### src/rtl/gs_pwm_pkg.sv
package gs_pwm_pkg;
  typedef enum logic {SRC_INT = 1'b0, SRC_EXT = 1'b1} tick_src_e;

  function automatic int unsigned lead_start(input int unsigned width, input int unsigned lead);
    return (1 << width) - lead;
  endfunction
endpackage

### src/rtl/gs_tick_gen.sv
module gs_tick_gen
  import gs_pwm_pkg::*;
(
  input  logic clk,
  input  logic rst_n,
  input  logic src_ext,
  input  logic ext_sclk,
  output logic tick
);
  logic half_q;
  logic sclk_q;
  tick_src_e src;

  always_ff @(posedge clk) begin
    if (!rst_n) begin
      half_q <= 1'b0;
      sclk_q <= 1'b0;
    end else begin
      half_q <= ~half_q;
      sclk_q <= ext_sclk;
    end
  end

  assign src  = tick_src_e'(src_ext);
  assign tick = (src == SRC_EXT) ? (ext_sclk & ~sclk_q) : half_q;
endmodule

### src/rtl/gs_frame_ctr.sv
module gs_frame_ctr
  import gs_pwm_pkg::*;
#(
  parameter int GSW  = 12,
  parameter int LEAD = 16
) (
  input  logic           clk,
  input  logic           rst_n,
  input  logic           tick,
  input  logic           take,
  input  logic           dtr_en,
  input  logic           rpt_en,
  output logic [GSW-1:0] cnt,
  output logic           running,
  output logic           in_frame,
  output logic           frame_start
);
  localparam logic [GSW-1:0] PRESET = GSW'(lead_start(GSW, LEAD));
  localparam logic [GSW-1:0] TOP    = {GSW{1'b1}};

  logic restart;
  logic at_top;

  assign restart     = take && (dtr_en || !running);
  assign at_top      = running && tick && (cnt == TOP);
  assign frame_start = !restart && at_top && (!in_frame || rpt_en);

  always_ff @(posedge clk) begin
    if (!rst_n) begin
      cnt      <= '0;
      running  <= 1'b0;
      in_frame <= 1'b0;
    end else if (restart) begin
      cnt      <= PRESET;
      running  <= 1'b1;
      in_frame <= 1'b0;
    end else if (frame_start) begin
      cnt      <= '0;
      in_frame <= 1'b1;
    end else if (at_top) begin
      cnt      <= '0;
      running  <= 1'b0;
      in_frame <= 1'b0;
    end else if (running && tick) begin
      cnt <= cnt + 1'b1;
    end
  end
endmodule

### src/rtl/gs_latch_pair.sv
module gs_latch_pair #(
  parameter int NCH = 3,
  parameter int GSW = 12
) (
  input  logic                    clk,
  input  logic                    rst_n,
  input  logic                    take,
  input  logic                    dtr_en,
  input  logic                    frame_start,
  input  logic [NCH-1:0][GSW-1:0] din,
  output logic [NCH-1:0][GSW-1:0] stage2
);
  logic [NCH-1:0][GSW-1:0] stage1;

  always_ff @(posedge clk) begin
    if (!rst_n) begin
      stage1 <= '0;
      stage2 <= '0;
    end else begin
      if (take) stage1 <= din;
      if (take && dtr_en) stage2 <= din;
      else if (frame_start && !dtr_en) stage2 <= stage1;
    end
  end
endmodule

### src/rtl/gs_chan_cmp.sv
module gs_chan_cmp #(
  parameter int GSW = 12
) (
  input  logic           in_frame,
  input  logic [GSW-1:0] cnt,
  input  logic [GSW-1:0] level,
  output logic           on
);
  assign on = in_frame && (cnt < level);
endmodule

### src/rtl/gs_pwm_top.sv
module gs_pwm_top #(
  parameter int NCH  = 3,
  parameter int GSW  = 12,
  parameter int LEAD = 16
) (
  input  logic             clk,
  input  logic             rst_n,
  input  logic             src_ext,
  input  logic             dtr_en,
  input  logic             rpt_en,
  input  logic             ext_sclk,
  input  logic             in_valid,
  output logic             in_ready,
  input  logic [NCH*GSW-1:0] in_gs,
  output logic [NCH-1:0]   pwm_out
);
  logic                    tick;
  logic                    take;
  logic [GSW-1:0]          cnt;
  logic                    running;
  logic                    in_frame;
  logic                    frame_start;
  logic [NCH-1:0][GSW-1:0] level;
  logic                    rdy_q;

  always_ff @(posedge clk) begin
    if (!rst_n) rdy_q <= 1'b0;
    else        rdy_q <= 1'b1;
  end

  assign in_ready = rdy_q;
  assign take     = in_valid && rdy_q;

  gs_tick_gen u_tick (
    .clk(clk), .rst_n(rst_n), .src_ext(src_ext), .ext_sclk(ext_sclk), .tick(tick)
  );

  gs_frame_ctr #(.GSW(GSW), .LEAD(LEAD)) u_ctr (
    .clk(clk), .rst_n(rst_n), .tick(tick), .take(take), .dtr_en(dtr_en),
    .rpt_en(rpt_en), .cnt(cnt), .running(running), .in_frame(in_frame),
    .frame_start(frame_start)
  );

  gs_latch_pair #(.NCH(NCH), .GSW(GSW)) u_lat (
    .clk(clk), .rst_n(rst_n), .take(take), .dtr_en(dtr_en),
    .frame_start(frame_start), .din(in_gs), .stage2(level)
  );

  for (genvar k = 0; k < NCH; k++) begin : g_ch
    gs_chan_cmp #(.GSW(GSW)) u_cmp (
      .in_frame(in_frame), .cnt(cnt), .level(level[k]), .on(pwm_out[k])
    );
  end
endmodule

### config.mk
export PLATFORM = sky130hd
export DESIGN_NAME = gs_pwm_top
export DESIGN_NICKNAME = d
export VERILOG_FILES = /design/src/rtl/gs_pwm_pkg.sv /design/src/rtl/gs_tick_gen.sv /design/src/rtl/gs_frame_ctr.sv /design/src/rtl/gs_latch_pair.sv /design/src/rtl/gs_chan_cmp.sv /design/src/rtl/gs_pwm_top.sv
export SDC_FILE = /design/constraint.sdc
export NUM_CORES = 1
export LEC_CHECK = 0
export ABC_AREA = 1
export ABC_CLOCK_PERIOD_IN_PS = 1660
export BUFFER_PORTS_ARGS = -buffer_cell sky130_fd_sc_hd__buf_2
export CAP_MARGIN = 20
export CORE_UTILIZATION = 54
export DETAILED_ROUTE_END_ITERATION = 6
export GPL_TIMING_DRIVEN = 0
export PLACE_DENSITY = 0.76
export REMOVE_ABC_BUFFERS = 1
export SLEW_MARGIN = 40
export SYNTH_ARGS = -nofsm -noshare
export SYNTH_HDL_FRONTEND = slang
export SYNTH_HIERARCHICAL = 1
export SYNTH_SLANG_ARGS = --single-unit
### constraint.sdc
create_clock -name clk -period 1.66 [get_ports clk]
set_clock_uncertainty 0.1 [all_clocks]
set_input_delay 0.332 -clock clk [delete_from_list [all_inputs] [get_ports clk]]
set_output_delay 0.332 -clock clk [all_outputs]
set_load 0.01 [all_outputs]
==> flow_summary.ini, run 1 <==
[detailed_routing]
vias_per_cell = 5.31
drc = 0
first_pass_iters = 6
drtIter0Drc = 360
routed_wl_um = 14400
drtAntennaViolNets = 0
routedWlPerCell_um = 14.8
vias = 5178

[pwr]
p_leak_nw = 3.11
p_switching_mw = 1.45
clkPwrFrac_pct = 30.4
p_seq_share_pct = 49.0
power_mw = 4.80
irDropWorstVdd_mv = 0.436
internal-power_mw = 3.34
power_density_mw_per_mm2 = 735
swShare_pct = 30.3
pwr-share-comb_pct = 20.6

[die]
die_w_um = 101
num_rows = 35
initial_core_util_pct = 56.3
num_io_pins = 47
core_mm2 = 0.00933
die_height_um = 101
dieArea_mm2 = 0.0101

[worst_setup_path]
rrSetupSlack_ns = -0.17
r2r_start = u_ctr/cnt[10]
cp-end-kind = output port
start_kind = register
cp.required_ns = 1.23
cp_max_fo = 5
worstSetupStartpoint = u_ctr/cnt[11]
r2r-end = u_lat/stage2[27]
worst-setup-path-type = reg -> out
crit_arrival_ns = 1.69
ff2ff_path_depth = 12

[cts]
cts_tree = done
htree_levels = 3
clock_sinks = 89
clock_path_buffers = 2
cts_root_buf = clkbuf_8
cts_buffers = 9
clk_pin_slew_ns = 0.09
clk_latency_ns = 0.37

[yosys]
synth.avg_cell_area_um2 = 6.67
ys_ff_latch = 89
yosysSeqAreaShare_pct = 34.0
netlist_instances = 787
syn_area_mm2 = 0.00525
yosysWarnings = 6
synth_cell_type_count = 28

[min_path]
min_from = in_gs[29]
min_to = u_lat/stage1[29]
whs_path_depth = 3
hp-class = in -> reg

[finish]
drive_above_1_share_pct = 23.5
nFillCells = 753
syn_to_final_growth_pct = 24.4
register_area_mm2 = 0.00183
stdcell_area_mm2 = 0.00653
multi_input_area_mm2 = 0.00341
n_antenna_cell = 0
fin_nets = 919

[timing]
fin_crit_sh_pct = 128
rsz0062_at_grt = yes
tightest_slew_ns = 0.742
setup_violations = 39
max_freq_mhz = 472
drv_slew = 0
slew_headroom_pct = 50.6
final.min_clock_period_ns = 2.12
fin_ws_ns = -0.458
finalHoldViolations = 0

[placed_design]
routabilityCongestion = 0.822
hpwl_um = 7170
port_buffers = 46
placed_area_mm2 = 0.00541

[outcome]
violations = negative setup slack
status = finished, violations left

[grt]
globalRouteOverflowTotal = 0
antenna_found_initial = 0
grt_pass1_vias = 4778
grt_pass1_wl_um = 22400
grt_max_degree = 80
track_usage_pct = 28.5

[flow_run]
maxCapViolCount = 0
[cells in the mapped netlist]
master      n  area share [%]
nand2_1   206              15
nor2_1    160              11
dfxtp_1    89              34
inv_1      73             5.2
nand3_1    43             4.1
o21ai_0    41             3.9
nand3b_1   39             5.6
ha_1       34             8.1
a21oi_1    20             1.9
buf_2      17             1.6
buf_6      11             2.4
nand2_2     8            0.95
clkbuf_1    7            0.50
inv_2       5            0.36
nor2_2      5            0.60
nand2_4     4            0.86
nand4_1     4            0.48
a21oi_2     3            0.50
buf_4       3            0.43
nor2_4      3            0.64
xor2_1      3            0.50
clkinv_1    2            0.14
xnor2_1     2            0.33
a31oi_1     1            0.12
inv_4       1            0.12
nand3_2     1            0.19
o21ai_2     1            0.17
or2_4       1            0.17
[cells by family (layout without fill, tap and decap cells)]
family	Yosys count	in the layout	share of synthesized area, %
flops	89	89	34.0
buf+inv	119	172	10.8
fa+ha+maj	34	34	8.11
simple gates	474	480	39.7
xor+xnor	5	5	0.835
compound gates	66	66	6.61
[state kept, by name, summed over array words and instances (netlist names)]
| register | count |
|---|---|
| u_tick/sclk_q | 1 |
| u_lat/stage1 | 36 |
| u_lat/stage2 | 36 |
| u_tick/half_q | 1 |
| in_ready | 1 |
| u_ctr/running | 1 |
| u_ctr/in_frame | 1 |
| u_ctr/cnt | 12 |
[power groups by stage]
| stage | registers [mW] | logic (mW) | clock network [mW] |
|---|---|---|---|
| 2_1_floorplan | 2.37 | 0.516 | 0 |
| 3_3_place_gp | 2.38 | 0.704 | 0 |
| 3_5_place_dp | 2.39 | 0.743 | 0 |
| 4_1_cts | 2.34 | 0.900 | 1.48 |
| 5_1_grt | 2.37 | 1.11 | 1.57 |
| 6_report | 2.35 | 0.989 | 1.46 |
[per-stage QoR]
step	setup WS [ns]	util (%)	std cells	hold slack (ns)	setup TNS, ns
2_1_floorplan	-1.30	-	749	0.260	-93.06
3_3_place_gp	-2.30	57.7	924	0.300	-166.40
3_5_place_dp	-0.993	58.0	925	0.305	-47.41
4_1_cts	-0.426	67.8	966	0.0620	-6.67
5_1_grt	-0.564	70.0	975	0.0943	-9.37
6_report	-0.458	70.0	975	0.103	-6.21
[worst max path at each step]
| stage | end | slack (ns) | cells past startpoint |
|---|---|---|---|
| 2_1_floorplan | u_lat/stage1[35] | -1.30 | 5 |
| 3_3_place_gp | u_lat/stage1[32] | -2.30 | 6 |
| 3_5_place_dp | u_lat/stage2[8] | -0.99 | 11 |
| 4_1_cts | pwm_out[1] | -0.43 | 7 |
| 5_1_grt | pwm_out[1] | -0.56 | 7 |
| 6_report | pwm_out[1] | -0.46 | 7 |
[critical path, stage by stage, from the launching register on]
cell and delay (ns):
dfxtp_4 0.42, ha_4 0.22, nand2_2 0.06, nand3b_1 0.11
nor2_1 0.13, nand2_1 0.10, a21oi_2 0.14, buf_2 0.15
[layer usage]
layer	GRT usage [%]	up-vias	routed length, um
met2	48.2	158	7000
met1	36.1	2418	6320
met5	0	-	0
met4	11.5	0	379
li1	-	2570	-
met3	5.06	32	714
[cell type report]
cell class,count,area share [%]
clock buffers,11,2.01
repair buffers,76,9.07
clock inverters,4,0.690
multi-input cells,585,52.3
inverters,81,5.39
flip-flops and latches,89,28.1
well taps,129,2.47
[timing repair]
item / in CTS / in global routing
setup endpoints to repair: 82 / 65
pin swaps: 27 / 14
gates cloned: 6 / 3
resized for setup: 95 / 31
buffers inserted: 20 / 9
hold buffers: 0 / 0
[placed cells by master (no fill, tap or decap), types with 2 or more instances in the layout]
cell type  Yosys  final
clkbuf_8       0      9
clkinv_2       0      3
ha_4           0     20
inv_1         73     69
nand2_4        4     10
buf_12         0      3
dfxtp_2        0      8
buf_2         17     44
inv_8          0      2
buf_4          3     20
nand3_1       43     43
nor2_2         5     12
xor2_1         3      3
ha_1          34     14
a21oi_1       20     15
xnor2_1        2      2
nand2_2        8     13
clkbuf_16      0      2
nand3b_1      39     39
dfxtp_4        0     11
dfxtp_1       89     70
nor2_1       160    150
nand2_1      206    194
o21ai_0       41     41
clkbuf_1       7      2
inv_2          5      6
nor2_4         3      6
nand2_8        0      7
a21oi_2        3      8
nand4_1        4      4
buf_6         11      5
buf_16         0      2
Note: power is estimated with default switching activity, not from simulation.
==> run 2: changes to the inputs <==
BUFFER_PORTS_ARGS = not set   (was -buffer_cell sky130_fd_sc_hd__buf_2)
CORE_UTILIZATION = 50   (was 54)
DONT_BUFFER_PORTS = 1   (was not set)
PLACE_DENSITY = 0.68   (was 0.76)
==> run 2 against run 1 <==
The flow still finishes with violations (negative setup slack). Largest cell class unchanged. Largest power group unchanged. Sequential power hardly changed. Clock power is 18% higher. Setup slack better by 0.082 ns. Total power is 5.2% higher.
==> flow_summary.ini, run 2 (synthesis results as in run 1) <==
[outcome]
status = finished, violations left
violations = negative setup slack

[worst_setup_path]
cp.required_ns = 1.23
slowest_delay_ns = 0.41
crit_arrival_ns = 1.60
cp_top_family = simple AND/OR/NAND/NOR gates
cp_max_fo = 4
start_kind = register
cp-end-kind = output port
slowest_stage = dfxtp_4
crit_buf_inv = 0
worstSetupStartpoint = u_ctr/cnt[11]
crit_cells = 6
ff2ff_path_depth = 12
crit_top_cell = nand2_2
worst-setup-path-type = reg -> out
worstPathCellList = ha_4, nand2_2, nand3b_1, nor2_1, nand2_2, a21oi_4
r2r_start = u_ctr/cnt[9]

[timing]
slew_headroom_pct = 62.4
tightest_slew_ns = 0.561
final.min_clock_period_ns = 2.04
setup_tns_ns = -6.80
setup_violations = 39
max_freq_mhz = 491
fin_ws_ns = -0.376
fin_crit_sh_pct = 123
finalHoldViolations = 0
rsz0062_at_grt = yes
drv_slew = 0

[cts]
cts_buffers = 9
clock_path_buffers = 2
cts_root_buf = clkbuf_8
htree_levels = 3
clock_sinks = 89
clk_pin_slew_ns = 0.10
cts_tree = done
clk_latency_ns = 0.38

[grt]
track_usage_pct = 26.3
grt_max_degree = 66
grt_pass1_wl_um = 22900
globalRouteOverflowTotal = 0
antenna_found_initial = 0
grt_pass1_vias = 4805

[die]
dieArea_mm2 = 0.0109
initial_core_util_pct = 51.3
num_io_pins = 47
core_mm2 = 0.0102
die_w_um = 104
num_rows = 37
die_height_um = 104

[finish]
nFillCells = 869
n_antenna_cell = 0
final_cells = 959
fin_nets = 895
mostFrequentLayoutCells = 193 x nand2_1, 141 x nor2_1, 70 x inv_1
drive_above_1_share_pct = 18.8
layout_commonest_cell = nand2_1
syn_to_final_growth_pct = 25.8
reg_top3 = u_lat/stage1 x36, u_lat/stage2 x36, u_ctr/cnt x12

[min_path]
whs_path_depth = 2
min_from = in_gs[4]
hp-class = in -> reg

[detailed_routing]
vias_per_cell = 5.34
routedWlPerCell_um = 15.2
drtIter0Drc = 414
drc = 0
first_pass_iters = 7
routed_wl_um = 14600
vias = 5121
drtAntennaViolNets = 0

[placed_design]
routabilityCongestion = 0.805
hpwl_um = 7270
placed_cells = 886
port_buffers = 0

[pwr]
power_mw = 5.05
p_leak_nw = 2.99
power_density_mw_per_mm2 = 764
irDropWorstVdd_mv = 0.401

[flow_run]
maxCapViolCount = 0
==> run 2: path summary, 6_finish.rpt <==
path                            to  slack (ns)
setup / recovery        pwm_out[1]       -0.38
hold reg to reg      u_tick/half_q        0.32
setup reg to reg  u_lat/stage2[23]       -0.18
hold / removal     u_lat/stage1[4]       0.008
==> run 2: metrics by stage <==
step | hold WS (ns) | cell area (um^2) | worst slack (ns) | util [%]
global placement | 0.267 | 5160 | -2.27 | 50.4
global route | 0.00963 | 6600 | -0.434 | 64.5
finish | 0.00784 | 6600 | -0.376 | 64.5
floorplan | 0.260 | 4990 | -1.30 | -
CTS | 0.000228 | 6350 | -0.359 | 62.1
detailed placement | 0.271 | 5180 | -0.672 | 50.7
==> run 2: worst reg2reg max path: cells and delay by family, from the launching register on <==
family | cells | cell delay [ns]
and+or+nand+nor | 9 | 0.88
DFF | 1 | 0.43
buffers and inverters | 3 | 0.33
==> run 2: where the power goes <==
| part | internal [mW] | switching [mW] |
|---|---|---|
| registers | 2.26 | 0.103 |
| clock network | 0.931 | 0.790 |
| logic | 0.417 | 0.552 |
==> run 2: layout make-up <==
class / count / area (um^2) / share of cell area, %
well taps: 136 / 170 / 2.58
clock buffers: 12 / 155 / 2.35
flip-flops and latches: 89 / 1830 / 27.7
multi-input cells: 582 / 3430 / 51.9
repair inverters: 1 / 3.75 / 0.0569
clock inverters: 4 / 75.1 / 1.14
inverters: 81 / 343 / 5.19
repair buffers: 54 / 594 / 9.00
==> run 2: routing by layer <==
| metal | vias up | routed length [um] | track usage [%] |
|---|---|---|---|
| met1 | 2356 | 6240 | 32.5 |
| met5 | - | 0 | 0 |
| met2 | 206 | 7060 | 44.2 |
| met3 | 39 | 922 | 3.70 |
| met4 | 0 | 403 | 14.0 |
| li1 | 2520 | - | - |
==> run 2: what timing repair did <==
item	in CTS	in global routing
gates resized for setup	90	37
pin swaps	21	24
buffers inserted	10	9
cloned	3	2
endpoints found under the hold margin	73	0
setup endpoints to repair	74	76
hold buffers	34	0
